## src/rtl/fwd_pkg.sv

```systemverilog
package fwd_pkg;
  typedef enum logic [1:0] {
    SEL_RF  = 2'b00,
    SEL_WB  = 2'b01,
    SEL_MEM = 2'b10
  } fwdSel_t;

  typedef struct packed {
    fwdSel_t selA;
    fwdSel_t selB;
  } fwdStrobes_t;
endpackage

```

## src/rtl/fwd_ctrl.sv

```systemverilog
module fwd_ctrl
  import fwd_pkg::*;
#(
  parameter int REG_BITS = 5
) (
  input  logic [REG_BITS-1:0] exRs,
  input  logic [REG_BITS-1:0] exRt,
  input  logic                memWr,
  input  logic [REG_BITS-1:0] memDst,
  input  logic                wbWr,
  input  logic [REG_BITS-1:0] wbDst,
  output fwdStrobes_t         strobes
);
  localparam int NUM_SRC = 2;

  logic [NUM_SRC-1:0][REG_BITS-1:0] srcReg;
  logic [NUM_SRC-1:0][1:0]          selVec;
  logic memLive;
  logic wbLive;

  assign srcReg[0] = exRs;
  assign srcReg[1] = exRt;

  // An older stage is a forwarding candidate only if it really writes a
  // register other than the hardwired zero register.
  assign memLive = memWr && (memDst != '0);
  assign wbLive  = wbWr  && (wbDst  != '0);

  for (genvar g = 0; g < NUM_SRC; g++) begin : gSrc
    logic memHit;
    logic wbHit;
    assign memHit = memLive && (memDst == srcReg[g]);
    // The older stage only applies when the younger one does not match.
    assign wbHit  = wbLive && (wbDst == srcReg[g]) && !memHit;
    assign selVec[g] = memHit ? SEL_MEM : (wbHit ? SEL_WB : SEL_RF);
  end

  assign strobes.selA = fwdSel_t'(selVec[0]);
  assign strobes.selB = fwdSel_t'(selVec[1]);
endmodule

```

## src/rtl/fwd_datapath.sv

```systemverilog
module fwd_datapath
  import fwd_pkg::*;
#(
  parameter int REG_BITS  = 5,
  parameter int DATA_BITS = 32
) (
  input  logic                 clk,
  input  logic                 rstN,
  input  logic                 instrWr,
  input  logic [REG_BITS-1:0]  instrDst,
  input  logic [REG_BITS-1:0]  instrRs,
  input  logic [REG_BITS-1:0]  instrRt,
  input  logic [DATA_BITS-1:0] instrResult,
  input  fwdStrobes_t          strobes,
  output logic [REG_BITS-1:0]  exRs,
  output logic [REG_BITS-1:0]  exRt,
  output logic                 memWr,
  output logic [REG_BITS-1:0]  memDst,
  output logic                 wbWr,
  output logic [REG_BITS-1:0]  wbDst,
  output logic [DATA_BITS-1:0] opA,
  output logic [DATA_BITS-1:0] opB
);
  localparam int NUM_REGS = 1 << REG_BITS;
  localparam int NUM_SRC  = 2;

  // decode-to-execute stage
  logic                 exWr;
  logic [REG_BITS-1:0]  exDst;
  logic [DATA_BITS-1:0] exRes;
  // execute-to-memory stage
  logic [DATA_BITS-1:0] memRes;
  // memory-to-writeback stage
  logic [DATA_BITS-1:0] wbRes;

  logic [DATA_BITS-1:0] regFile [NUM_REGS];

  always_ff @(posedge clk or negedge rstN) begin
    if (!rstN) begin
      exWr   <= 1'b0;
      exDst  <= '0;
      exRs   <= '0;
      exRt   <= '0;
      exRes  <= '0;
      memWr  <= 1'b0;
      memDst <= '0;
      memRes <= '0;
      wbWr   <= 1'b0;
      wbDst  <= '0;
      wbRes  <= '0;
    end else begin
      exWr   <= instrWr;
      exDst  <= instrDst;
      exRs   <= instrRs;
      exRt   <= instrRt;
      exRes  <= instrResult;
      memWr  <= exWr;
      memDst <= exDst;
      memRes <= exRes;
      wbWr   <= memWr;
      wbDst  <= memDst;
      wbRes  <= memRes;
    end
  end

  always_ff @(posedge clk or negedge rstN) begin
    if (!rstN) begin
      for (int i = 0; i < NUM_REGS; i++) regFile[i] <= '0;
    end else if (wbWr && (wbDst != '0)) begin
      regFile[wbDst] <= wbRes;
    end
  end

  logic [NUM_SRC-1:0][REG_BITS-1:0]  srcReg;
  logic [NUM_SRC-1:0][1:0]           srcSel;
  logic [NUM_SRC-1:0][DATA_BITS-1:0] srcVal;

  assign srcReg[0] = exRs;
  assign srcReg[1] = exRt;
  assign srcSel[0] = strobes.selA;
  assign srcSel[1] = strobes.selB;

  for (genvar g = 0; g < NUM_SRC; g++) begin : gMux
    logic [DATA_BITS-1:0] rfVal;
    assign rfVal = (srcReg[g] == '0) ? '0 : regFile[srcReg[g]];
    always_comb begin
      case (srcSel[g])
        SEL_MEM: srcVal[g] = memRes;
        SEL_WB:  srcVal[g] = wbRes;
        default: srcVal[g] = rfVal;
      endcase
    end
  end

  assign opA = srcVal[0];
  assign opB = srcVal[1];
endmodule

```

## src/rtl/fwd_top.sv

```systemverilog
module fwd_top
  import fwd_pkg::*;
#(
  parameter int REG_BITS  = 5,
  parameter int DATA_BITS = 32
) (
  input  logic                 clk,
  input  logic                 rstN,
  input  logic                 instrWr,
  input  logic [REG_BITS-1:0]  instrDst,
  input  logic [REG_BITS-1:0]  instrRs,
  input  logic [REG_BITS-1:0]  instrRt,
  input  logic [DATA_BITS-1:0] instrResult,
  output logic [1:0]           selA,
  output logic [1:0]           selB,
  output logic [DATA_BITS-1:0] opA,
  output logic [DATA_BITS-1:0] opB
);
  fwdStrobes_t         strobes;
  logic [REG_BITS-1:0] exRs;
  logic [REG_BITS-1:0] exRt;
  logic                memWr;
  logic [REG_BITS-1:0] memDst;
  logic                wbWr;
  logic [REG_BITS-1:0] wbDst;

  fwd_ctrl #(.REG_BITS(REG_BITS)) uCtrl (
    .exRs    (exRs),
    .exRt    (exRt),
    .memWr   (memWr),
    .memDst  (memDst),
    .wbWr    (wbWr),
    .wbDst   (wbDst),
    .strobes (strobes)
  );

  fwd_datapath #(.REG_BITS(REG_BITS), .DATA_BITS(DATA_BITS)) uPath (
    .clk         (clk),
    .rstN        (rstN),
    .instrWr     (instrWr),
    .instrDst    (instrDst),
    .instrRs     (instrRs),
    .instrRt     (instrRt),
    .instrResult (instrResult),
    .strobes     (strobes),
    .exRs        (exRs),
    .exRt        (exRt),
    .memWr       (memWr),
    .memDst      (memDst),
    .wbWr        (wbWr),
    .wbDst       (wbDst),
    .opA         (opA),
    .opB         (opB)
  );

  assign selA = strobes.selA;
  assign selB = strobes.selB;
endmodule

```

## config.mk

```make
export PLATFORM = sky130hd
export DESIGN_NAME = fwd_top
export DESIGN_NICKNAME = d
export VERILOG_FILES = /design/src/rtl/fwd_pkg.sv /design/src/rtl/fwd_ctrl.sv /design/src/rtl/fwd_datapath.sv /design/src/rtl/fwd_top.sv
export SDC_FILE = /design/constraint.sdc
export NUM_CORES = 2
export LEC_CHECK = 0
export BUFFER_PORTS_ARGS = -buffer_cell sky130_fd_sc_hd__buf_4
export CAP_MARGIN = 20
export CORE_MARGIN = 4
export CORE_UTILIZATION = 57
export DETAILED_ROUTE_END_ITERATION = 12
export PLACE_DENSITY = 0.74
export SETUP_SLACK_MARGIN = 0.02
export SLEW_MARGIN = 20
export SYNTH_ARGS = -nofsm -noshare
export SYNTH_HDL_FRONTEND = slang
export SYNTH_SLANG_ARGS = --single-unit
```

## constraint.sdc

```tcl
create_clock -name clk -period 2.75 [get_ports clk]
set_input_delay 0.6875 -clock clk [delete_from_list [all_inputs] [get_ports clk]]
set_output_delay 0.6875 -clock clk [all_outputs]
set_load 0.005 [all_outputs]
```

==> results_tabular.tex <==
\begin{tabular}{lr}
\hline
Metric & Value \\
\hline
\multicolumn{2}{l}{\textbf{Outcome}} \\
\quad Status & complete, but fails checks \\
\quad Violations in the final reports & setup timing \\
\multicolumn{2}{l}{\textbf{Critical path}} \\
\quad CP Data Required Time & 2.06 ns \\
\quad Kind of critical path & reg2out \\
\quad Largest fanout of any net on the critical path & 9 \\
\quad Data arrival time of the worst path & 3.41 ns \\
\quad Reg-to-reg setup timing slack & -0.02 ns \\
\quad Depth of the worst register-to-register path & 8 \\
\quad Nature of the critical path startpoint & register \\
\quad Cell with the biggest individual delay on the critical path & sky130\_fd\_sc\_hd\_\_mux4\_2 \\
\quad Worst setup path startpoint & uPath.exRt[0]\$\_DFF\_PN0\_ \\
\quad Endpoint of the lowest-slack register-to-register path & uPath.regFile[105]\$\_DFFE\_PN0P\_ \\
\quad Origin of the critical flop-to-flop path & uPath.wbDst[3]\$\_DFF\_PN0\_ \\
\quad Critical Path Sink Type & output port \\
\quad Cell-by-cell listing of the critical path & buf\_12 > buf\_4 > buf\_12 > mux4\_2 > mux4\_2 > nor2b\_4 > nor4\_2 > a221o\_1 > buf\_4 \\
\quad Largest stage delay on the critical path & 0.53 ns \\
\multicolumn{2}{l}{\textbf{Synth}} \\
\quad Number of flip-flops and latches in the synthesized netlist & 1148 \\
\quad Simple-gate area share of the yosys netlist & 4.88\% \\
\quad Number of distinct standard cells referenced by the synthesized netlist & 68 \\
\quad XOR/XNOR share of the synthesized area & 0.300\% \\
\quad Warning count from the yosys run & 0 \\
\quad Area fraction of the dominant cell type after synthesis & 49.3\% \\
\quad Number of flops mapped to enable cells by yosys & 0 \\
\quad Post-Syn Nets & 4302 \\
\quad Cell accounting for the most synthesized area & sky130\_fd\_sc\_hd\_\_dfrtp\_1 \\
\quad Syn Std Cell Area & 58300 sq um \\
\quad Adder-cell area share of the yosys netlist & 0\% \\
\quad Mapped Cells & 4252 \\
\quad Register area share after synthesis & 49.3\% \\
\quad Share of synthesized area spent on multiplexers & 34.7\% \\
\quad Fraction of synthesis flops using an asynchronous set or reset pin & 100\% \\
\quad Mean Syn Cell Area & 13.7 sq um \\
\quad Top FF cell, synth & sky130\_fd\_sc\_hd\_\_dfrtp\_1 \\
\quad Dominant combinational cell family by area after synthesis & multiplexers \\
\quad Main area contributors after synthesis & sky130\_fd\_sc\_hd\_\_dfrtp\_1 49\%, sky130\_fd\_sc\_hd\_\_mux2\_2 17\%, sky130\_fd\_sc\_hd\_\_mux4\_2 16\% \\
\quad Compound-Gate Fraction of Synth Area & 6.95\% \\
\multicolumn{2}{l}{\textbf{Global routing}} \\
\quad First-pass GRT wire length & 312000 um \\
\quad Antenna violations before repair & 7 \\
\quad Congestion Overflow GR & 0 \\
\quad Total routing resource utilization after global routing & 39.7\% \\
\quad Maximum number of pins on one net before global-route repair & 83 \\
\quad Number of global-route vias before repair & 46400 \\
\multicolumn{2}{l}{\textbf{CTS}} \\
\quad Clock tree from TritonCTS & built \\
\quad Clock transition at path regs & 0.06 ns \\
\quad CTS root buf & sky130\_fd\_sc\_hd\_\_clkbuf\_16 \\
\quad TritonCTS sink count & 1148 \\
\quad Worst-Skew Late Latency & 0.75 ns \\
\quad CTS H-tree lvls & 3 \\
\quad CTS Buffer Depth & 3 \\
\quad Num CTS Buffers & 119 \\
\multicolumn{2}{l}{\textbf{Placed design}} \\
\quad Pre-CTS setup slack & -0.897 ns \\
\quad Post-DP Area & 64900 sq um \\
\quad Routability congestion estimate from global placement & 0.941 \\
\quad Final HPWL from detailed placement & 129000 um \\
\quad Buffers added on ports & 117 \\
\multicolumn{2}{l}{\textbf{Cells and area}} \\
\quad Share of cells above drive strength 1 & 54.7\% \\
\quad Combined area of the multi-input logic cells & 29400 sq um \\
\quad Nets & 4823 \\
\quad Synthesis-to-finish area growth & 26.9\% \\
\quad Post-route cell area & 74000 sq um \\
\quad Number of fill cells in the layout & 5949 \\
\quad Sequential standard cell area & 28800 sq um \\
\multicolumn{2}{l}{\textbf{Worst hold path}} \\
\quad Worst Hold Path EP & uPath.exRes[10]\$\_DFF\_PN0\_ \\
\quad Cell depth of the worst min-delay path & 1 \\
\quad Startpoint of the most critical hold path & instrResult[10] \\
\quad Class of the tightest hold or removal check & in2reg \\
\multicolumn{2}{l}{\textbf{STA}} \\
\quad Count of endpoints failing hold in the final timing report & 0 \\
\quad Final critical-path setup slack & -1.35 ns \\
\quad Min Clock Period, post-route & 4.10 ns \\
\quad Setup Total Neg Slack & -81.55 ns \\
\quad Share of the clock period used by the worst path & 149\% \\
\quad Final count of pins violating max slew & 0 \\
\quad Max\_slew headroom & 31.3\% \\
\quad Clock Skews & 0.0404 ns \\
\quad Final setup violation count & 73 \\
\quad Setup repair after global routing missed its margin & true \\
\quad Actual slew at the worst max-slew pin & 1.03 ns \\
\quad Maximum frequency from static timing analysis & 244 MHz \\
\multicolumn{2}{l}{\textbf{Pwr}} \\
\quad Part of the power in registers & 44.0\% \\
\quad Peak ir drop on the vdd network & 0.586 mV \\
\quad Switch share & 28.5\% \\
\quad Total power & 50.1 mW \\
\quad Power per cell area & 678 nW/um\^{}2 \\
\quad Leakage power & 32.7 nW \\
\quad Logic gate share of total power & 22.0\% \\
\quad Power spent charging and discharging nets & 14.3 mW \\
\quad Share of total power in the clock network & 34.0\% \\
\quad Internal power & 35.9 mW \\
\multicolumn{2}{l}{\textbf{Die}} \\
\quad Die area & 107000 sq um \\
\quad Top Ports & 118 \\
\quad Placeable core region & 102000 sq um \\
\quad Die outline height & 328 um \\
\quad Cell row count & 117 \\
\quad DIE WIDTH & 328 um \\
\quad Starting density of the core & 57.3\% \\
\multicolumn{2}{l}{\textbf{Route}} \\
\quad Via/cell ratio & 7.30 \\
\quad Final antenna-violating net count & 0 \\
\quad Final routed wire length divided by cell count & 35.2 um \\
\quad DR pass1 iterations & 7 \\
\quad Count of routing violations after the opening detailed-route iteration & 7095 \\
\quad DRC violations left & 0 \\
\quad Detailed Route WL & 220000 um \\
\quad Vias & 45600 \\
\multicolumn{2}{l}{\textbf{Run}} \\
\quad Max-Cap Viols & 0 \\
\hline
\end{tabular}
==> cell type report <==
cell class | count | area share [%]
diodes | 2 | 0.00676
clock buffers | 173 | 4.72
clock inverters | 52 | 0.815
inverters | 15 | 0.0862
flip-flops and latches | 1148 | 38.8
multi-input cells | 2621 | 39.7
well taps | 1368 | 2.31
repair buffers | 868 | 13.5
==> layout by cell type (no fill, tap or decap), drive strengths merged, types with 7 or more instances in the layout <==
master	instances
nor4	21
xnor2	18
nor2b	18
clkinv	34
nand2	314
nor3	15
a221o	52
and2	7
bufinv	11
a21oi	51
nand3	42
inv	19
a22oi	55
o21ai	240
buf	854
dfrtp	1148
mux4	413
mux2i	100
a221oi	12
nor4bb	31
nand2b	8
nor2	59
nand3b	8
or4	9
o22ai	151
clkbuf	181
mux2	881
a211oi	10
a22o	13
o221ai	11
nor4b	9
==> critical path, delay by kind of cell (launching register included) <==
kind / cells / cell delay, ns
compound gates: 1 / 0.33
flops: 1 / 0.42
mux: 2 / 1.06
buf+inv: 4 / 0.65
simple gates: 2 / 0.23
==> per-layer routing <==
metal | part of all wire, % | global-route usage [%] | up-vias
met5 | 0.021 | 0 | -
met4 | 8.2 | 27.2 | 6
met3 | 15 | 13.5 | 1172
met2 | 43 | 56.6 | 3936
met1 | 34 | 51.8 | 23300
li1 | - | - | 17200
==> cell usage after synthesis, types with 52 or more instances <==
master / instances
sky130_fd_sc_hd__mux4_2: 413
sky130_fd_sc_hd__nor2_1: 58
sky130_fd_sc_hd__mux2_2: 867
sky130_fd_sc_hd__buf_2: 113
sky130_fd_sc_hd__a22oi_1: 55
sky130_fd_sc_hd__a221o_1: 52
sky130_fd_sc_hd__o21ai_0: 238
sky130_fd_sc_hd__dfrtp_1: 1148
sky130_fd_sc_hd__mux2i_1: 100
sky130_fd_sc_hd__nand2_1: 314
sky130_fd_sc_hd__clkbuf_1: 292
sky130_fd_sc_hd__o22ai_1: 151
==> flip-flops by register name, indices dropped and copies added, names as in the netlist, 5 cells and up <==
register	count
uPath.exDst	5
uPath.exRes	32
uPath.exRs	5
uPath.exRt	5
uPath.memDst	5
uPath.memRes	32
uPath.regFile	1024
uPath.wbDst	5
uPath.wbRes	32
==> worst max path at each step <==
stage	endpoint	cells past startpoint
after global placement	opB[8]	7
final	opB[8]	9
after global routing	opB[2]	10
after CTS	opB[6]	12
after detailed placement	opB[8]	7
after floorplan	opA[18]	8
==> cells by family after synthesis <==
group	after synthesis
mux	1394
xor+xnor	20
compound gates	632
simple gates	575
buf+inv	483
flops	1148
==> metrics by stage <==
| step | utilization, % | hold WS, ns | instances |
|---|---|---|---|
| floorplan | - | 0.331 | 4252 |
| global placement | 63.7 | 0.331 | 5857 |
| detailed placement | 63.7 | 0.335 | 5857 |
| CTS | 70.9 | 0.0197 | 6173 |
| global route | 72.7 | 0.0369 | 6245 |
| finish | 72.7 | 0.0462 | 6247 |
==> power by group through the flow <==
| stage | logic [mW] | clock network, mW | registers [mW] |
|---|---|---|---|
| 5_1_grt | 11.6 | 17.8 | 22.3 |
| 2_1_floorplan | 6.44 | 0 | 21.3 |
| 4_1_cts | 10.3 | 17.0 | 21.8 |
| 6_report | 11.0 | 17.1 | 22.0 |
| 3_5_place_dp | 9.51 | 0 | 22.0 |
| 3_3_place_gp | 9.22 | 0 | 21.8 |
==> timing repair <==
action                                  in CTS  in global routing
buffers inserted                            81                 82
endpoints found under the setup margin      68                 68
resized for setup                          361                235
pin swaps                                   83                117
hold buffers                                 1                  0
cloned                                      24                  9
hold endpoints to repair                    21                  0
Power figures use the tool's default switching activity.
